**src/rtl/vfd_sel_pkg.sv**
```systemverilog
package vfd_sel_pkg;
  localparam int COLS   = 5;
  localparam int ROWS   = 7;
  localparam int SEG_W  = COLS * ROWS;
  localparam int CODE_W = 8;
  localparam int SYM_W  = 4;

  // Computed ROM used in place of real glyph art.
  function automatic logic [SEG_W-1:0] rom_glyph(input logic [CODE_W-1:0] c);
    return {c[2:0], c, c, c, c};
  endfunction
endpackage

```
**src/rtl/vfd_sync_ram.sv**
```systemverilog
module vfd_sync_ram #(
  parameter int W     = 8,
  parameter int DEPTH = 24,
  parameter int AW    = 5
) (
  input  logic          clk_i,
  input  logic          rst_ni,
  input  logic          we_i,
  input  logic [AW-1:0] waddr_i,
  input  logic [W-1:0]  wdata_i,
  input  logic          re_i,
  input  logic [AW-1:0] raddr_i,
  output logic [W-1:0]  rdata_o
);
  logic [W-1:0] mem_q [DEPTH];

  always_ff @(posedge clk_i) begin
    if (we_i && (32'(waddr_i) < DEPTH)) mem_q[waddr_i] <= wdata_i;
  end

  always_ff @(posedge clk_i or negedge rst_ni) begin
    if (!rst_ni)     rdata_o <= '0;
    else if (re_i)   rdata_o <= (32'(raddr_i) < DEPTH) ? mem_q[raddr_i] : '0;
  end
endmodule

```
**src/rtl/vfd_out_stage.sv**
```systemverilog
module vfd_out_stage #(
  parameter int SEG_W = 35,
  parameter int SYM_W = 4
) (
  input  logic             clk_i,
  input  logic             rst_ni,
  input  logic             load_i,
  input  logic [SEG_W-1:0] seg_new_i,
  input  logic [SYM_W-1:0] sym_new_i,
  input  logic             lit_i,
  input  logic             dark_i,
  input  logic             blank_i,
  output logic [SEG_W-1:0] seg_o,
  output logic [SYM_W-1:0] aux_o
);
  logic [SEG_W-1:0] seg_hold_q, seg_nxt;
  logic [SYM_W-1:0] sym_hold_q, sym_nxt;

  assign seg_nxt = load_i ? seg_new_i : seg_hold_q;
  assign sym_nxt = load_i ? sym_new_i : sym_hold_q;

  always_ff @(posedge clk_i or negedge rst_ni) begin
    if (!rst_ni) begin
      seg_hold_q <= '0;
      sym_hold_q <= '0;
      seg_o      <= '0;
      aux_o      <= '0;
    end else begin
      seg_hold_q <= seg_nxt;
      sym_hold_q <= sym_nxt;
      // priority: blank > lit > dark > data
      if (blank_i) begin
        seg_o <= '0;
        aux_o <= '0;
      end else if (lit_i) begin
        seg_o <= '1;
        aux_o <= '1;
      end else if (dark_i) begin
        seg_o <= '0;
        aux_o <= '0;
      end else begin
        seg_o <= seg_nxt;
        aux_o <= sym_nxt;
      end
    end
  end

  p_blank_low_r10: assert property (@(posedge clk_i) disable iff (!rst_ni)
    blank_i |=> (seg_o == '0 && aux_o == '0));
  p_lit_high_r8: assert property (@(posedge clk_i) disable iff (!rst_ni)
    (lit_i && !blank_i) |=> (&seg_o && &aux_o));
  p_dark_low_r7: assert property (@(posedge clk_i) disable iff (!rst_ni)
    (dark_i && !lit_i && !blank_i) |=> (seg_o == '0 && aux_o == '0));
  p_aux_direct_r5: assert property (@(posedge clk_i) disable iff (!rst_ni)
    (load_i && !lit_i && !dark_i && !blank_i) |=> (aux_o == $past(sym_new_i)));
endmodule

```
**src/rtl/vfd_anode_select.sv**
```systemverilog
module vfd_anode_select
  import vfd_sel_pkg::*;
#(
  parameter int DIGITS   = 24,
  parameter int GLYPHS   = 16,
  parameter int ROM_STUB = 0,
  localparam int DAW     = $clog2(DIGITS),
  localparam int GAW     = $clog2(GLYPHS)
) (
  input  logic              clk_i,
  input  logic              rst_ni,
  input  logic              code_we_i,
  input  logic [DAW-1:0]    code_waddr_i,
  input  logic [CODE_W-1:0] code_wdata_i,
  input  logic              glyph_we_i,
  input  logic [GAW-1:0]    glyph_waddr_i,
  input  logic [SEG_W-1:0]  glyph_wdata_i,
  input  logic              sym_we_i,
  input  logic [DAW-1:0]    sym_waddr_i,
  input  logic [SYM_W-1:0]  sym_wdata_i,
  input  logic              mode_we_i,
  input  logic              mode_lit_i,
  input  logic              mode_dark_i,
  input  logic              slot_start_i,
  input  logic [DAW-1:0]    digit_i,
  input  logic              blank_i,
  output logic [SEG_W-1:0]  seg_o,
  output logic [SYM_W-1:0]  aux_o
);
  logic              v1_q, v2_q;
  logic [CODE_W-1:0] code_rd;
  logic [SYM_W-1:0]  sym_rd, sym2_q;
  logic [SEG_W-1:0]  glyph_rd, rom_pat, rom_q, pat_sel;
  logic              user_q;
  logic              lit_q, dark_q;

  vfd_sync_ram #(.W(CODE_W), .DEPTH(DIGITS), .AW(DAW)) u_code_ram (
    .clk_i, .rst_ni,
    .we_i(code_we_i), .waddr_i(code_waddr_i), .wdata_i(code_wdata_i),
    .re_i(slot_start_i), .raddr_i(digit_i), .rdata_o(code_rd));

  vfd_sync_ram #(.W(SYM_W), .DEPTH(DIGITS), .AW(DAW)) u_sym_ram (
    .clk_i, .rst_ni,
    .we_i(sym_we_i), .waddr_i(sym_waddr_i), .wdata_i(sym_wdata_i),
    .re_i(slot_start_i), .raddr_i(digit_i), .rdata_o(sym_rd));

  vfd_sync_ram #(.W(SEG_W), .DEPTH(GLYPHS), .AW(GAW)) u_glyph_ram (
    .clk_i, .rst_ni,
    .we_i(glyph_we_i), .waddr_i(glyph_waddr_i), .wdata_i(glyph_wdata_i),
    .re_i(v1_q), .raddr_i(code_rd[GAW-1:0]), .rdata_o(glyph_rd));

  generate
    if (ROM_STUB != 0) begin : g_rom_stub
      assign rom_pat = '0;
    end else begin : g_rom_calc
      assign rom_pat = rom_glyph(code_rd);
    end
  endgenerate

  always_ff @(posedge clk_i or negedge rst_ni) begin
    if (!rst_ni) begin
      v1_q   <= 1'b0;
      v2_q   <= 1'b0;
      rom_q  <= '0;
      user_q <= 1'b0;
      sym2_q <= '0;
      lit_q  <= 1'b0;
      dark_q <= 1'b1;
    end else begin
      v1_q <= slot_start_i;
      v2_q <= v1_q;
      if (v1_q) begin
        rom_q  <= rom_pat;
        user_q <= (32'(code_rd) < GLYPHS);
        sym2_q <= sym_rd;
      end
      if (mode_we_i) begin
        lit_q  <= mode_lit_i;
        dark_q <= mode_dark_i;
      end
    end
  end

  assign pat_sel = user_q ? glyph_rd : rom_q;

  vfd_out_stage #(.SEG_W(SEG_W), .SYM_W(SYM_W)) u_out (
    .clk_i, .rst_ni,
    .load_i(v2_q), .seg_new_i(pat_sel), .sym_new_i(sym2_q),
    .lit_i(lit_q), .dark_i(dark_q), .blank_i(blank_i),
    .seg_o(seg_o), .aux_o(aux_o));

  p_mode_hold_r12: assert property (@(posedge clk_i) disable iff (!rst_ni)
    !mode_we_i |=> $stable({lit_q, dark_q}));
  p_mode_load_r12: assert property (@(posedge clk_i) disable iff (!rst_ni)
    mode_we_i |=> (lit_q == $past(mode_lit_i) && dark_q == $past(mode_dark_i)));
endmodule

```
**config.mk**
```make
export PLATFORM = sky130hd
export DESIGN_NAME = vfd_anode_select
export DESIGN_NICKNAME = d
export VERILOG_FILES = /design/src/rtl/vfd_sel_pkg.sv /design/src/rtl/vfd_sync_ram.sv /design/src/rtl/vfd_out_stage.sv /design/src/rtl/vfd_anode_select.sv
export SDC_FILE = /design/constraint.sdc
export NUM_CORES = 1
export LEC_CHECK = 0
export ABC_CLOCK_PERIOD_IN_PS = 1730
export BUFFER_PORTS_ARGS = -buffer_cell sky130_fd_sc_hd__buf_4
export CORE_MARGIN = 3
export CORE_UTILIZATION = 40
export CTS_CLUSTER_SIZE = 24
export DETAILED_ROUTE_END_ITERATION = 10
export PLACE_DENSITY = 0.66
export SYNTH_ARGS = -nofsm -noshare
export SYNTH_HDL_FRONTEND = slang
export SYNTH_SLANG_ARGS = --single-unit
```
**constraint.sdc**
```tcl
create_clock -name clk_i -period 1.73 [get_ports clk_i]
set_input_delay 0.0865 -clock clk_i [delete_from_list [all_inputs] [get_ports clk_i]]
set_output_delay 0.0865 -clock clk_i [all_outputs]
set_load 0.1 [all_outputs]
```
After elaboration in Yosys (flattened, before gate mapping)

Memories as Yosys holds them, arrays and structs flattened. A register that Yosys moved wholly into a read port is not among the register bits.
Cells that the tools add are included.

Flip-flop bits (word level): 134
RAM bits: 848
Input port bits: 76
Output and inout port bits: 39
Memories kept: 3

Memory list:

| memory            | words | width | read ports | clocked after memory_dff | wr ports | RTL line           | RTL |
|---|---|---|---|---|---|---|---|
| u_glyph_ram.mem_q | 16    | 35    | 1          | 1                        | 1        | vfd_sync_ram.sv:15 | `logic [W-1:0] mem_q [DEPTH];` |
| u_code_ram.mem_q  | 24    | 8     | 1          | 0                        | 1        | vfd_sync_ram.sv:15 |  |
| u_sym_ram.mem_q   | 24    | 4     | 1          | 0                        | 1        | vfd_sync_ram.sv:15 |  |

Magnitude comparators: 4
Multiplexer cells: 17
Reductions and logical operators: 3

Operators with widths:

| cell                                                | number |
|---|---|
| two-way mux 35 bit                                  | 5 |
| two-way mux 4 bit                                   | 5 |
| < comparator 5 bit (second input constant)          | 3 |
| < comparator 8 x 5 -> 1 bit (second input constant) | 1 |
| two-way mux 8 bit                                   | 1 |
| two-way mux 1 bit                                   | 6 |
| logical AND 1 bit                                   | 2 |
| zero test 1 bit                                     | 1 |

Logic depth before layout (Yosys ltp)

Word-level depth: 5
Gate-level depth with buffers: 6

By module

Synthesis repeated with hierarchy kept, for this count alone.

Cell total of the unflattened synthesis: 1848
Area, all modules: 38363.0 um2

By module, submodules not included:

| module                      | instances | cells an instance | area an instance (um2) | seq. area each (um2) |
|---|---|---|---|---|
| vfd_sync_ram at u_glyph_ram | 1         | 957               | 22581.7                | 17692.0 |
| vfd_sync_ram at u_code_ram  | 1         | 385               | 7793.7                 | 5965.7 |
| vfd_sync_ram at u_sym_ram   | 1         | 220               | 4125.2                 | 2982.9 |
| vfd_out_stage               | 1         | 170               | 2895.3                 | 1951.9 |
| vfd_anode_select            | 1         | 116               | 967.2                  | 426.7 |

Least setup slack after synthesis

OpenSTA, ideal clock, no wires.

Path type: input to register
Start point: input glyph_waddr_i[3]
End point: memory u_glyph_ram.mem_q[0][0] (netlist bit) (enable)
Arrival time: 3.006 ns
Required time: 1.259 ns
Path slack: -1.747 ns
Cell stages on the path: 2
Buffers on the path: 0
Cells stage by stage: or3b_2 -> nor3_1

RTL lines:

| element     | RTL line               | RTL |
|---|---|---|
| from (decl) | vfd_anode_select.sv:16 | `input logic [GAW-1:0] glyph_waddr_i,` |
| to (decl)   | vfd_sync_ram.sv:15     |  |

No word-level cell before the write port.

==> results.toml <==
[status]
outcome = "finished, violations left"
violations = "negative setup slack"

[die]
floorplan.die_area_um2 = 98800
pin_count = 115
coreArea_um2 = 93700
die_h_um = 314
initial_cell_density_of_the_core_pct = 40.6
die_w_um = 314
std_cell_rows = 112

[global_route]
vias_in_the_first_global_route = 20100
globalRouteTotalUtil_pct = 18.1
grt_start_max_net_pins = 52
grt_first_pass_wirelength_mm = 133
grt_antenna_before_repair = 6
gr-total-overflow = 0

[yosys]
netlist_top_cells_count = "848 x sky130_fd_sc_hd__edfxtp_1, 184 x sky130_fd_sc_hd__mux4_2, 152 x sky130_fd_sc_hd__nor2_1"
yosysSeqAreaShare_pct = 76.3
mean_instance_size_in_the_synthesized_netlist_um2 = 20.3
ffs_w_async_s_r_synth_pct = 14.3
ys.flop_type = "sky130_fd_sc_hd__edfxtp_1"
yosysWarnings = 0
synth.distinct_cells = 35
mappedNetlistNets = 1950
netlist.top_cell.by_area = "sky130_fd_sc_hd__edfxtp_1"
yosys_register_bits = 990
synth-edff-count = 848
synth_largest_type_area_fraction_pct = 66.9
post_synth_instance_area_um2 = 38000
synth_area_leaders = "sky130_fd_sc_hd__edfxtp_1 67%, sky130_fd_sc_hd__mux4_2 11%, sky130_fd_sc_hd__dfrtp_1 9.3%, sky130_fd_sc_hd__mux2i_1 2.8%, sky130_fd_sc_hd__nor2_1 1.5%"
synth_most_common_cell = "sky130_fd_sc_hd__edfxtp_1"
syn-instance-count = 1874

[detailed_routing]
detailedRoute.firstIterationViolations = 2026
drt_wl_total_mm = 90.8
detail-route-antenna-nets = 0
drt_pre_antenna_iters = 5
drc_errors = 0
vias_per_cell = 5.53
route.vias.total = 19400
wire_per_inst_um = 25.8

[critical_path]
r2r_slack_ns = -0.11
maximum_fanout_count_along_the_critical_path = 13
worst-setup-path-type = "reg2reg"
setup.worst_path.start_class = "flip-flop"
endpoint_required_time_on_the_critical_path_ns = 2.26
worst_setup_path_end_kind = "flip-flop"
timing.reg2reg.worst_path_depth = 5
critPathArrivalTime_ns = 2.37
timing.rr.end = "u_glyph_ram.rdata_o[28]"
rr_startpoint = "u_code_ram.rdata_o[0]"

[power]
power.ir.vdd_worst_uv = 790
powerDensity_nw_per_um2 = 1190
static-leakage-power_nw = 15.3
power.total_mw = 54.5

[sta]
fin_skew_ns = 0.0348
max-slew-margin-rel_pct = 65.9
finalWorstSetupSlack_ns = -0.112
tightest_slew_ns = 0.497
grt_setup_unrepaired = "true"
min_hold_slack_ns = 0.0517
achievable-frequency_mhz = 543
final-hold-violation-count = 0
finalCritPeriodShare_pct = 106
fin_setup_tns_ns = -2.23
drv_slew = 0
report.final.setup_viol = 34
finalCriticalPeriod_ns = 1.84

[layout]
layout-drive-gt1-share_pct = 28.9
stdcell_area_um2 = 45700
finalNetCount = 2250
utilization_pct = 48.8
area_delta_synth_final_pct = 20.2
final_cells = 3513
filler_cell_count = 7423

[placed_design]
dp_worst_setup_slack_ns = -0.169
dp.final_hpwl_mm = 52.1
routabilityCongestion = 0.805
port_buffers = 114
place.detailed.instances = 3255
placed_cell_area_um2 = 41500

[clock_network]
total_clock_buffers_created_by_cts = 94
clock-root-buffer = "sky130_fd_sc_hd__clkbuf_16"
ctsLongestPathBuffers = 3
clock_tree_from_tritoncts = "done"
path_clk_slew_ns = 0.06
cts.sinks = 990
clk-insertion-delay-late_ns = 0.67
cts_max_level = 3

[min_path]
kind_of_path_behind_the_tightest_hold_check = "in2async"

[run]
timing.max_cap.violations = 0
==> power breakdown <==
part | leakage [nW] | total, mW | internal, mW | switching (mW)
logic | 4.38 | 6.02 | 2.60 | 3.42
registers | 9.39 | 27.6 | 26.9 | 0.767
clock network | 1.56 | 20.8 | 12.1 | 8.74
==> metal layers <==
layer | track usage (%) | part of all wire, %
met5 | 0 | 0.0077
met4 | 5.41 | 2.3
met3 | 2.81 | 6.4
met2 | 30.7 | 51
met1 | 24.4 | 40
==> state kept, by name, summed over array words and instances, names as in the netlist <==
register and flops:
dark_q 1, lit_q 1, rom_q 8, sym2_q 4, u_code_ram.mem_q 192, u_code_ram.rdata_o 8, u_glyph_ram.mem_q 560, u_glyph_ram.rdata_o 35
u_out.aux_o 4, u_out.seg_hold_q 35, u_out.seg_o 35, u_out.sym_hold_q 4, u_sym_ram.mem_q 96, u_sym_ram.rdata_o 4, user_q 1, v1_q 1
v2_q 1
==> worst max-delay path, cell delays in order (launching register included) <==
cell and delay [ns]:
sky130_fd_sc_hd__dfrtp_4 0.49, sky130_fd_sc_hd__buf_12 0.18, sky130_fd_sc_hd__clkbuf_16 0.21, sky130_fd_sc_hd__mux4_2 0.50
sky130_fd_sc_hd__mux2i_1 0.18, sky130_fd_sc_hd__o221ai_1 0.13
==> kinds of logic (layout without fill, tap and decap cells) <==
family | after synthesis | after routing | synth area share, %
AO/OA/AOI/OAI | 175 | 175 | 3.02
buffers and inverters | 109 | 489 | 1.70
flip-flops | 990 | 990 | 76.3
multiplexers | 345 | 345 | 15.9
other | 0 | 5 | 0
AND/OR/NAND/NOR | 255 | 255 | 3.05
==> cell usage in the layout (no fill, tap or decap), drive strengths merged <==
master,n
nand3b,7
buf,240
or3b,3
o21ai,3
nor3,4
dfrtp,141
nand2b,41
a22oi,12
bufinv,8
mux4,200
nor4,1
a32oi,12
dfstp,1
nand4,1
nand2,26
diode,5
mux2,40
nor2b,2
a21bo,1
nor2,152
o22ai,12
clkinvlp,3
and2,1
dlygate4sd3,61
clkinv,35
nand3,2
a21oi,87
inv,8
or3,15
mux2i,105
o221ai,47
a21boi,1
edfxtp,848
clkbuf,134
==> layout make-up <==
class	instances	area [um^2]	area share, %
inverters	4	15.0	0.0328
multi-input cells	775	8530	18.7
repair buffers	309	3400	7.43
clock inverters	50	507	1.11
diodes	5	12.5	0.0274
well taps	1254	1570	3.43
flip-flops and latches	990	29000	63.5
clock buffers	126	2670	5.83
==> worst max path at each step <==
stage / endpoint / start / depth (start not counted) / slack [ns]
6_report: u_glyph_ram.rdata_o[28] / u_code_ram.rdata_o[0] / 5 / -0.11
5_1_grt: u_glyph_ram.rdata_o[19] / u_code_ram.rdata_o[0] / 5 / -0.18
4_1_cts: u_glyph_ram.rdata_o[28] / u_code_ram.rdata_o[0] / 5 / -0.1
3_5_place_dp: u_code_ram.rdata_o[0] / digit_i[0] / 5 / -0.17
3_3_place_gp: u_code_ram.rdata_o[0] / digit_i[0] / 5 / -0.17
2_1_floorplan: u_glyph_ram.mem_q[10][0] / glyph_waddr_i[2] / 2 / -0.50
==> what timing repair did <==
| action | in CTS | in global routing |
|---|---|---|
| pin swaps | 3 | 6 |
| setup buffers | 2 | 0 |
| gates resized for setup | 6 | 8 |
| hold endpoints to repair | 1090 | 0 |
| hold buffers | 62 | 0 |
| endpoints found under the setup margin | 35 | 35 |
| cloned | 2 | 11 |
Power figures use the tool's default switching activity.
